`config.mk`:
```
export PLATFORM = sky130hd
export DESIGN_NAME = sconv_bus_ctrl
export DESIGN_NICKNAME = d
export VERILOG_FILES = /design/src/rtl/sconv_pkg.sv /design/src/rtl/sconv_edge.sv /design/src/rtl/sconv_seq.sv /design/src/rtl/sconv_result_port.sv /design/src/rtl/sconv_bus_ctrl.sv
export SDC_FILE = /design/constraint.sdc
export NUM_CORES = 1
export LEC_CHECK = 0
export BUFFER_PORTS_ARGS = -buffer_cell sky130_fd_sc_hd__buf_2
export CORE_ASPECT_RATIO = 0.9
export CORE_MARGIN = 2
export CORE_UTILIZATION = 54
export CTS_CLUSTER_SIZE = 14
export DETAILED_ROUTE_END_ITERATION = 12
export PLACE_DENSITY = 0.83
export SKIP_LAST_GASP = 1
export SLEW_MARGIN = 10
export SYNTH_ARGS = -nofsm -noshare
export SYNTH_HDL_FRONTEND = slang
export SYNTH_SLANG_ARGS = --single-unit
```
`constraint.sdc`:
```
create_clock -name clk -period 5.6 [get_ports clk]
set_input_delay 0.56 -clock clk [delete_from_list [all_inputs] [get_ports clk]]
set_output_delay 0.56 -clock clk [all_outputs]
set_load 0.01 [all_outputs]
```
`src/rtl/sconv_pkg.sv`:
```
package sconv_pkg;

   typedef enum logic [1:0] {
      ST_IDLE   = 2'd0,
      ST_COARSE = 2'd1,
      ST_FINE   = 2'd2
   } conv_st_e;

endpackage

```
`src/rtl/sconv_edge.sv`:
```
// Registers a gated active-high strobe and reports its start and end edges.
module sconv_edge (
   input  logic clk,
   input  logic rst_n,
   input  logic act,
   output logic starts,
   output logic ends
);

   logic act_q;

   always_ff @(posedge clk or negedge rst_n) begin
      if (!rst_n) act_q <= 1'b0;
      else        act_q <= act;
   end

   assign starts = act & ~act_q;
   assign ends   = ~act & act_q;

endmodule

```
`src/rtl/sconv_seq.sv`:
```
// Conversion phase sequencer: channel capture and coarse/fine phase timing.
module sconv_seq
   import sconv_pkg::*;
#(
   parameter int SEL_W         = 2,
   parameter int T1_FINE_CYC   = 18,
   parameter int T2_COARSE_CYC = 8,
   parameter int T2_FINE_CYC   = 16
) (
   input  logic             clk,
   input  logic             rst_n,
   input  logic             mode_rd,
   input  logic             samp_start,
   input  logic             samp_rel,
   input  logic [SEL_W-1:0] chsel,
   output logic [SEL_W-1:0] chan,
   output logic             coarse_stb,
   output logic             fine_stb,
   output logic             latch_pls
);

   localparam int MAX_A   = (T1_FINE_CYC > T2_FINE_CYC) ? T1_FINE_CYC : T2_FINE_CYC;
   localparam int MAX_CYC = (MAX_A > T2_COARSE_CYC) ? MAX_A : T2_COARSE_CYC;
   localparam int CNT_W   = $clog2(MAX_CYC + 1);
   localparam logic [CNT_W-1:0] LD_T1F = CNT_W'(T1_FINE_CYC - 1);
   localparam logic [CNT_W-1:0] LD_T2C = CNT_W'(T2_COARSE_CYC - 1);
   localparam logic [CNT_W-1:0] LD_T2F = CNT_W'(T2_FINE_CYC - 1);

   if (T1_FINE_CYC < 1 || T2_COARSE_CYC < 1 || T2_FINE_CYC < 1) begin : g_bad_timing
      $error("sconv_seq: every phase needs at least one cycle");
   end

   conv_st_e         st;
   logic [CNT_W-1:0] cnt;
   logic             cnt_done;

   assign cnt_done = (cnt == '0);

   always_ff @(posedge clk or negedge rst_n) begin
      if (!rst_n) begin
         st   <= ST_IDLE;
         cnt  <= '0;
         chan <= '0;
      end else begin
         unique case (st)
            ST_IDLE: begin
               if (samp_start) begin
                  chan <= chsel;
                  st   <= ST_COARSE;
                  cnt  <= LD_T2C;
               end
            end
            ST_COARSE: begin
               if (mode_rd) begin
                  if (cnt_done) begin
                     st  <= ST_FINE;
                     cnt <= LD_T2F;
                  end else begin
                     cnt <= cnt - 1'b1;
                  end
               end else if (samp_rel) begin
                  st  <= ST_FINE;
                  cnt <= LD_T1F;
               end
            end
            ST_FINE: begin
               if (cnt_done) st  <= ST_IDLE;
               else          cnt <= cnt - 1'b1;
            end
            default: st <= ST_IDLE;
         endcase
      end
   end

   assign coarse_stb = (st == ST_COARSE);
   assign fine_stb   = (st == ST_FINE);
   assign latch_pls  = (st == ST_FINE) && cnt_done;

   // A coarse phase may only begin from an idle sequencer.
   assert_start_idle_R9: assert property (@(posedge clk) disable iff (!rst_n)
      $rose(coarse_stb) |-> ($past(st) == ST_IDLE));

   // The held channel moves only on an accepted request.
   assert_chan_hold_R2: assert property (@(posedge clk) disable iff (!rst_n)
      !(samp_start && (st == ST_IDLE)) |=> $stable(chan));

   // Read mode: the fine phase follows a coarse phase whose count ran out.
   assert_rd_coarse_end_R5: assert property (@(posedge clk) disable iff (!rst_n)
      (mode_rd && coarse_stb && !cnt_done) |=> coarse_stb);

endmodule

```
`src/rtl/sconv_result_port.sv`:
```
// Result latch, completion flag and data bus drive.
module sconv_result_port #(
   parameter int DATA_W        = 10,
   parameter bit BUS_IDLE_ZERO = 1'b1
) (
   input  logic              clk,
   input  logic              rst_n,
   input  logic              latch_pls,
   input  logic [DATA_W-1:0] core_result,
   input  logic              rd_act,
   input  logic              rd_end,
   output logic              int_n,
   output logic [DATA_W-1:0] db_out,
   output logic              db_oe
);

   logic [DATA_W-1:0] result_q;

   always_ff @(posedge clk or negedge rst_n) begin
      if (!rst_n) begin
         result_q <= '0;
         int_n    <= 1'b1;
      end else if (latch_pls) begin
         result_q <= core_result;
         int_n    <= 1'b0;
      end else if (rd_end) begin
         int_n    <= 1'b1;
      end
   end

   assign db_oe = rd_act;

   if (BUS_IDLE_ZERO) begin : g_bus_zero
      assign db_out = rd_act ? result_q : '0;
   end else begin : g_bus_hold
      assign db_out = result_q;
   end

   // A finished read releases the flag unless a new result lands the same cycle.
   assert_flag_clear_R6: assert property (@(posedge clk) disable iff (!rst_n)
      (rd_end && !latch_pls) |=> int_n);

   // The flag only drops with a freshly latched result.
   assert_flag_set_R4: assert property (@(posedge clk) disable iff (!rst_n)
      $fell(int_n) |-> $past(latch_pls));

endmodule

```
`src/rtl/sconv_bus_ctrl.sv`:
```
// Bus interface controller for a multiplexed sampling converter.
module sconv_bus_ctrl #(
   parameter int DATA_W        = 10,
   parameter int SEL_W         = 2,
   parameter int T1_FINE_CYC   = 18,
   parameter int T2_COARSE_CYC = 8,
   parameter int T2_FINE_CYC   = 16,
   parameter bit BUS_IDLE_ZERO = 1'b1
) (
   input  logic              clk,
   input  logic              rst_n,
   input  logic              mode_rd,
   input  logic              cs_n,
   input  logic              sh_n,
   input  logic              rd_n,
   input  logic [SEL_W-1:0]  chsel,
   input  logic [DATA_W-1:0] core_result,
   output logic [SEL_W-1:0]  chan,
   output logic              coarse_stb,
   output logic              fine_stb,
   output logic              int_n,
   output logic [DATA_W-1:0] db_out,
   output logic              db_oe
);

   if (DATA_W < 1 || SEL_W < 1) begin : g_bad_width
      $error("sconv_bus_ctrl: widths must be positive");
   end

   logic samp_act, rd_act;
   logic samp_start, samp_rel;
   logic rd_start, rd_end;
   logic latch_pls;

   // Chip select qualifies both host strobes.
   assign samp_act = ~cs_n & ~sh_n;
   assign rd_act   = ~cs_n & ~rd_n;

   sconv_edge u_samp_edge (
      .clk    (clk),
      .rst_n  (rst_n),
      .act    (samp_act),
      .starts (samp_start),
      .ends   (samp_rel)
   );

   sconv_edge u_rd_edge (
      .clk    (clk),
      .rst_n  (rst_n),
      .act    (rd_act),
      .starts (rd_start),
      .ends   (rd_end)
   );

   sconv_seq #(
      .SEL_W         (SEL_W),
      .T1_FINE_CYC   (T1_FINE_CYC),
      .T2_COARSE_CYC (T2_COARSE_CYC),
      .T2_FINE_CYC   (T2_FINE_CYC)
   ) u_seq (
      .clk        (clk),
      .rst_n      (rst_n),
      .mode_rd    (mode_rd),
      .samp_start (samp_start),
      .samp_rel   (samp_rel),
      .chsel      (chsel),
      .chan       (chan),
      .coarse_stb (coarse_stb),
      .fine_stb   (fine_stb),
      .latch_pls  (latch_pls)
   );

   sconv_result_port #(
      .DATA_W        (DATA_W),
      .BUS_IDLE_ZERO (BUS_IDLE_ZERO)
   ) u_port (
      .clk         (clk),
      .rst_n       (rst_n),
      .latch_pls   (latch_pls),
      .core_result (core_result),
      .rd_act      (rd_act),
      .rd_end      (rd_end),
      .int_n       (int_n),
      .db_out      (db_out),
      .db_oe       (db_oe)
   );

   // Without chip select an idle controller stays idle.
   assert_cs_gate_R1: assert property (@(posedge clk) disable iff (!rst_n)
      (cs_n && !coarse_stb && !fine_stb) |=> !coarse_stb);

   // End of the fine phase and the completion flag coincide.
   assert_fine_end_flag_R4: assert property (@(posedge clk) disable iff (!rst_n)
      $fell(fine_stb) |-> !int_n);

   // An enabled bus holds its value unless a result was just latched.
   assert_bus_hold_R8: assert property (@(posedge clk) disable iff (!rst_n)
      (db_oe && $past(db_oe) && !$past(latch_pls)) |-> $stable(db_out));

   // Strobes never overlap.
   assert_phase_excl_R3: assert property (@(posedge clk) disable iff (!rst_n)
      !(coarse_stb && fine_stb));

endmodule

```
==> impl_metrics.toml <==
[synthesis]
synth.ff_latch_count = 22
synth.yosys.seq_area_share_pct = 47.7
count_leader_synth = "dfrtp_1"
synth.distinct_cells = 31
synth.top_cell.area_share_pct = 45.4
postSynthAreaPerCell_um2 = 11.7
count_of_flip_flops_with_a_built_in_enable_after_synthesis = 0
post_synth_inst_count = 99
main_area_contributors_after_synthesis = "dfrtp_1 (45%), mux2_2 (13%), and2_1 (5.4%)"
synthesis.area_mm2 = 0.00116
synth-main-ff-cell = "dfrtp_1"
synth_top_cell_by_area = "dfrtp_1"
yosys_warnings = 0
synthArstFlopShare_pct = 100
synth_fp_nets = 122
ys_top_cells_by_count = "dfrtp_1 (21), mux2_2 (13), and2_1 (10)"

[timing]
maxSlewViolCount = 0
max_freq_ghz = 0.412
finClkSkew_ns = 0.00194
worst-slew-pin-transition_ns = 0.801
max-slew-margin-rel_pct = 46.6
final_period_minus_worst_setup_slack_ns = 2.43
finalHoldViolations = 0
timing.final.crit_share_pct = 43.3
setup-tns-final_ns = 0
hold_ws_ns = 0.195
grt_setup_unrepaired = "no"
final-setup-viol-count = 0

[cells_and_area]
layout-area-overhead-vs-synth_pct = 19.1
layout.filler_cells = 160
post_route_cells_drive_above_1_share_pct = 43.3
n_antenna_cell = 0
final_stage_net_count = 158

[power_and_ir_drop]
share_comb_of_total_power_pct = 46.7
swShare_pct = 36.4
largest_vdd_supply_drop_mv = 0.346
power-per-cell-area_mw_per_mm2 = 483
clock_power_share_pct = 12.7
p_sw_uw = 243
pint_uw = 424
sequentialPowerShare_pct = 40.6
leak_pwr_nw = 0.704

[job]
max-cap-violations = 0

[cts]
post_cts_buffers = 0
cts-buffers-inserted = 3
tritoncts = "built"
root_buffer = "clkbuf_4"
ctsHoldBuffers = 0
cts_num_sinks = 22
clk_pin_slew_worst_paths_ns = 0.12
cts-htree-levels = 1
clk-insertion-delay-late_ns = 0.30
ctsLongestPathBuffers = 2
cts_resized = 0

[worst_setup_path]
critPathArrivalTime_ns = 2.62
worst_stage_delay_on_the_critical_path_ns = 0.70
crit_path_max_delay_cell_type = "and2_0"
worst_path_required_ns = 5.80
timing.critical_path.cells = "inv_1, ha_1, nor4b_4, and2_0, a211o_2, mux2_4"
cp_num_buf_inv = 1
endpoint_kind = "flip-flop"
worstSetupPathType = "reg2reg"
crit-reg2reg-capture = "u_seq.cnt[1]$_DFFE_PN0P_"
maximum_fanout_along_the_worst_path = 14
timing.critical_path.from_type = "flip-flop"
critPathTopFamily = "simple AND/OR/NAND/NOR gates"
worstRegToRegCells = 6
worst_reg2reg_startpoint = "u_seq.cnt[0]$_DFFE_PN0P_"
worst-r2r-setup-slack_ns = 3.17

[die]
design.core.area_mm2 = 0.00197
fp-row-count = 15
initial_core_util_pct = 58.7
ioPinCount = 34
chipWidth_um = 52.8
y_dimension_of_the_die_um = 47.9
die-area_mm2 = 0.00253

[global_route]
grt_pass1_wl_mm = 3.59
remaining_global_route_overflow = 0
first_global_vias = 835
grt_max_degree = 23
track_usage_pct = 20.2
antenna_found_initial = 0

[placement]
dp_hpwl_mm = 1.79
port_buffers = 33
gpl.final_weighted_congestion = 0.733

[drt]
drc = 0
totalWireLength_mm = 2.28
vias = 876
detail_route.wl_per_cell_um = 14.3
route.detailed.vias_per_inst = 5.51
iteration_0_drc_count_of_the_detailed_router = 21
detail-route-antenna-nets = 0
detail_route.first_pass.iterations = 4

[worst_hold_path]
worstHoldPathType = "in2async"

[run_status]
run_status = "finished, final reports clean"
## worst register-to-register path, stage by stage (launching register included)
cell and delay, ns:
dfrtp_1 0.43, inv_1 0.09, ha_1 0.19, nor4b_4 0.30, and2_0 0.70, a211o_2 0.31
mux2_4 0.31
## layout make-up
type | count | area (um2) | area share [%]
Clock buffer | 4 | 36.3 | 2.63
Inverter | 9 | 33.8 | 2.45
Multi-Input combinational cell | 66 | 561 | 40.7
Sequential cell | 22 | 552 | 40.0
Tap cell | 25 | 31.3 | 2.27
Timing Repair Buffer | 33 | 165 | 12.0
## kinds of logic after synthesis
family	share of synthesized area, %
adder cells (fa/ha/maj)	5.41
AO/OA/AOI/OAI	12.0
buffers and inverters	3.89
multiplexers	17.4
flip-flops	47.7
AND/OR/NAND/NOR	13.6
## per-layer routing
metal,wire length (um),global-route usage (%),up-vias
met1,913,24.1,418
met5,0,0,-
li1,-,-,424
met4,17,9.23,0
met2,1210,36.5,32
met3,136,3.44,2
## power by group through the flow
stage,combinational (mW),sequential (mW),clock [mW]
2_1_floorplan,0.231,0.266,0
3_3_place_gp,0.295,0.268,0
3_5_place_dp,0.311,0.275,0
4_1_cts,0.313,0.271,0.0857
5_1_grt,0.339,0.280,0.0972
6_report,0.311,0.271,0.0848
## stage by stage
| stage | power [mW] | area (um2) | util, % | worst slack, ns | instances |
|---|---|---|---|---|---|
| 4_1_cts | 0.670 | 1380 | 70.0 | 3.18 | 159 |
| 3_3_place_gp | 0.563 | 1340 | 68.1 | 3.30 | 155 |
| 6_report | 0.667 | 1380 | 70.0 | 3.17 | 159 |
| 5_1_grt | 0.717 | 1380 | 70.0 | 2.98 | 159 |
| 2_1_floorplan | 0.497 | 1160 | - | 3.78 | 99 |
| 3_5_place_dp | 0.586 | 1340 | 68.1 | 3.20 | 155 |
## registers in the layout, indices dropped and copies added (netlist names)
name,count
u_port.result_q,10
u_seq.cnt,5
u_seq.chan,2
u_seq.st,2
u_port.int_n,1
u_rd_edge.act_q,1
u_samp_edge.act_q,1
## cells in the final DEF (no fill, tap or decap)
master,count
dfstp_2,1
nor4b_1,1
a211o_2,1
clkbuf_4,3
nor4b_4,1
o31ai_1,1
ha_1,5
nor2_1,5
o31a_1,1
o21ai_0,3
nand2b_1,2
a31oi_1,1
dfrtp_1,21
and2_0,1
o22ai_1,1
o311ai_0,2
nand2_1,1
mux2_4,3
a2111oi_0,2
inv_1,9
or3b_4,1
mux2_2,13
o22a_2,1
clkbuf_8,1
nor3_1,1
and2_1,10
nand3_1,1
o211ai_1,1
a21oi_1,5
buf_2,33
a211oi_1,1
mux2i_1,1
## worst max path at each step
stage	from	endpoint	slack (ns)	cells past startpoint
2_1_floorplan	u_seq.st[0]$_DFFE_PN0P_	u_seq.cnt[0]$_DFFE_PN0P_	3.78	5
3_3_place_gp	u_seq.cnt[0]$_DFFE_PN0P_	u_seq.cnt[0]$_DFFE_PN0P_	3.30	6
3_5_place_dp	u_seq.cnt[0]$_DFFE_PN0P_	u_seq.cnt[0]$_DFFE_PN0P_	3.20	6
4_1_cts	u_seq.cnt[0]$_DFFE_PN0P_	u_seq.cnt[1]$_DFFE_PN0P_	3.18	6
5_1_grt	u_seq.cnt[0]$_DFFE_PN0P_	u_seq.cnt[1]$_DFFE_PN0P_	2.98	6
6_report	u_seq.cnt[0]$_DFFE_PN0P_	u_seq.cnt[1]$_DFFE_PN0P_	3.17	6
No activity file was read; power rests on OpenSTA's default activity.
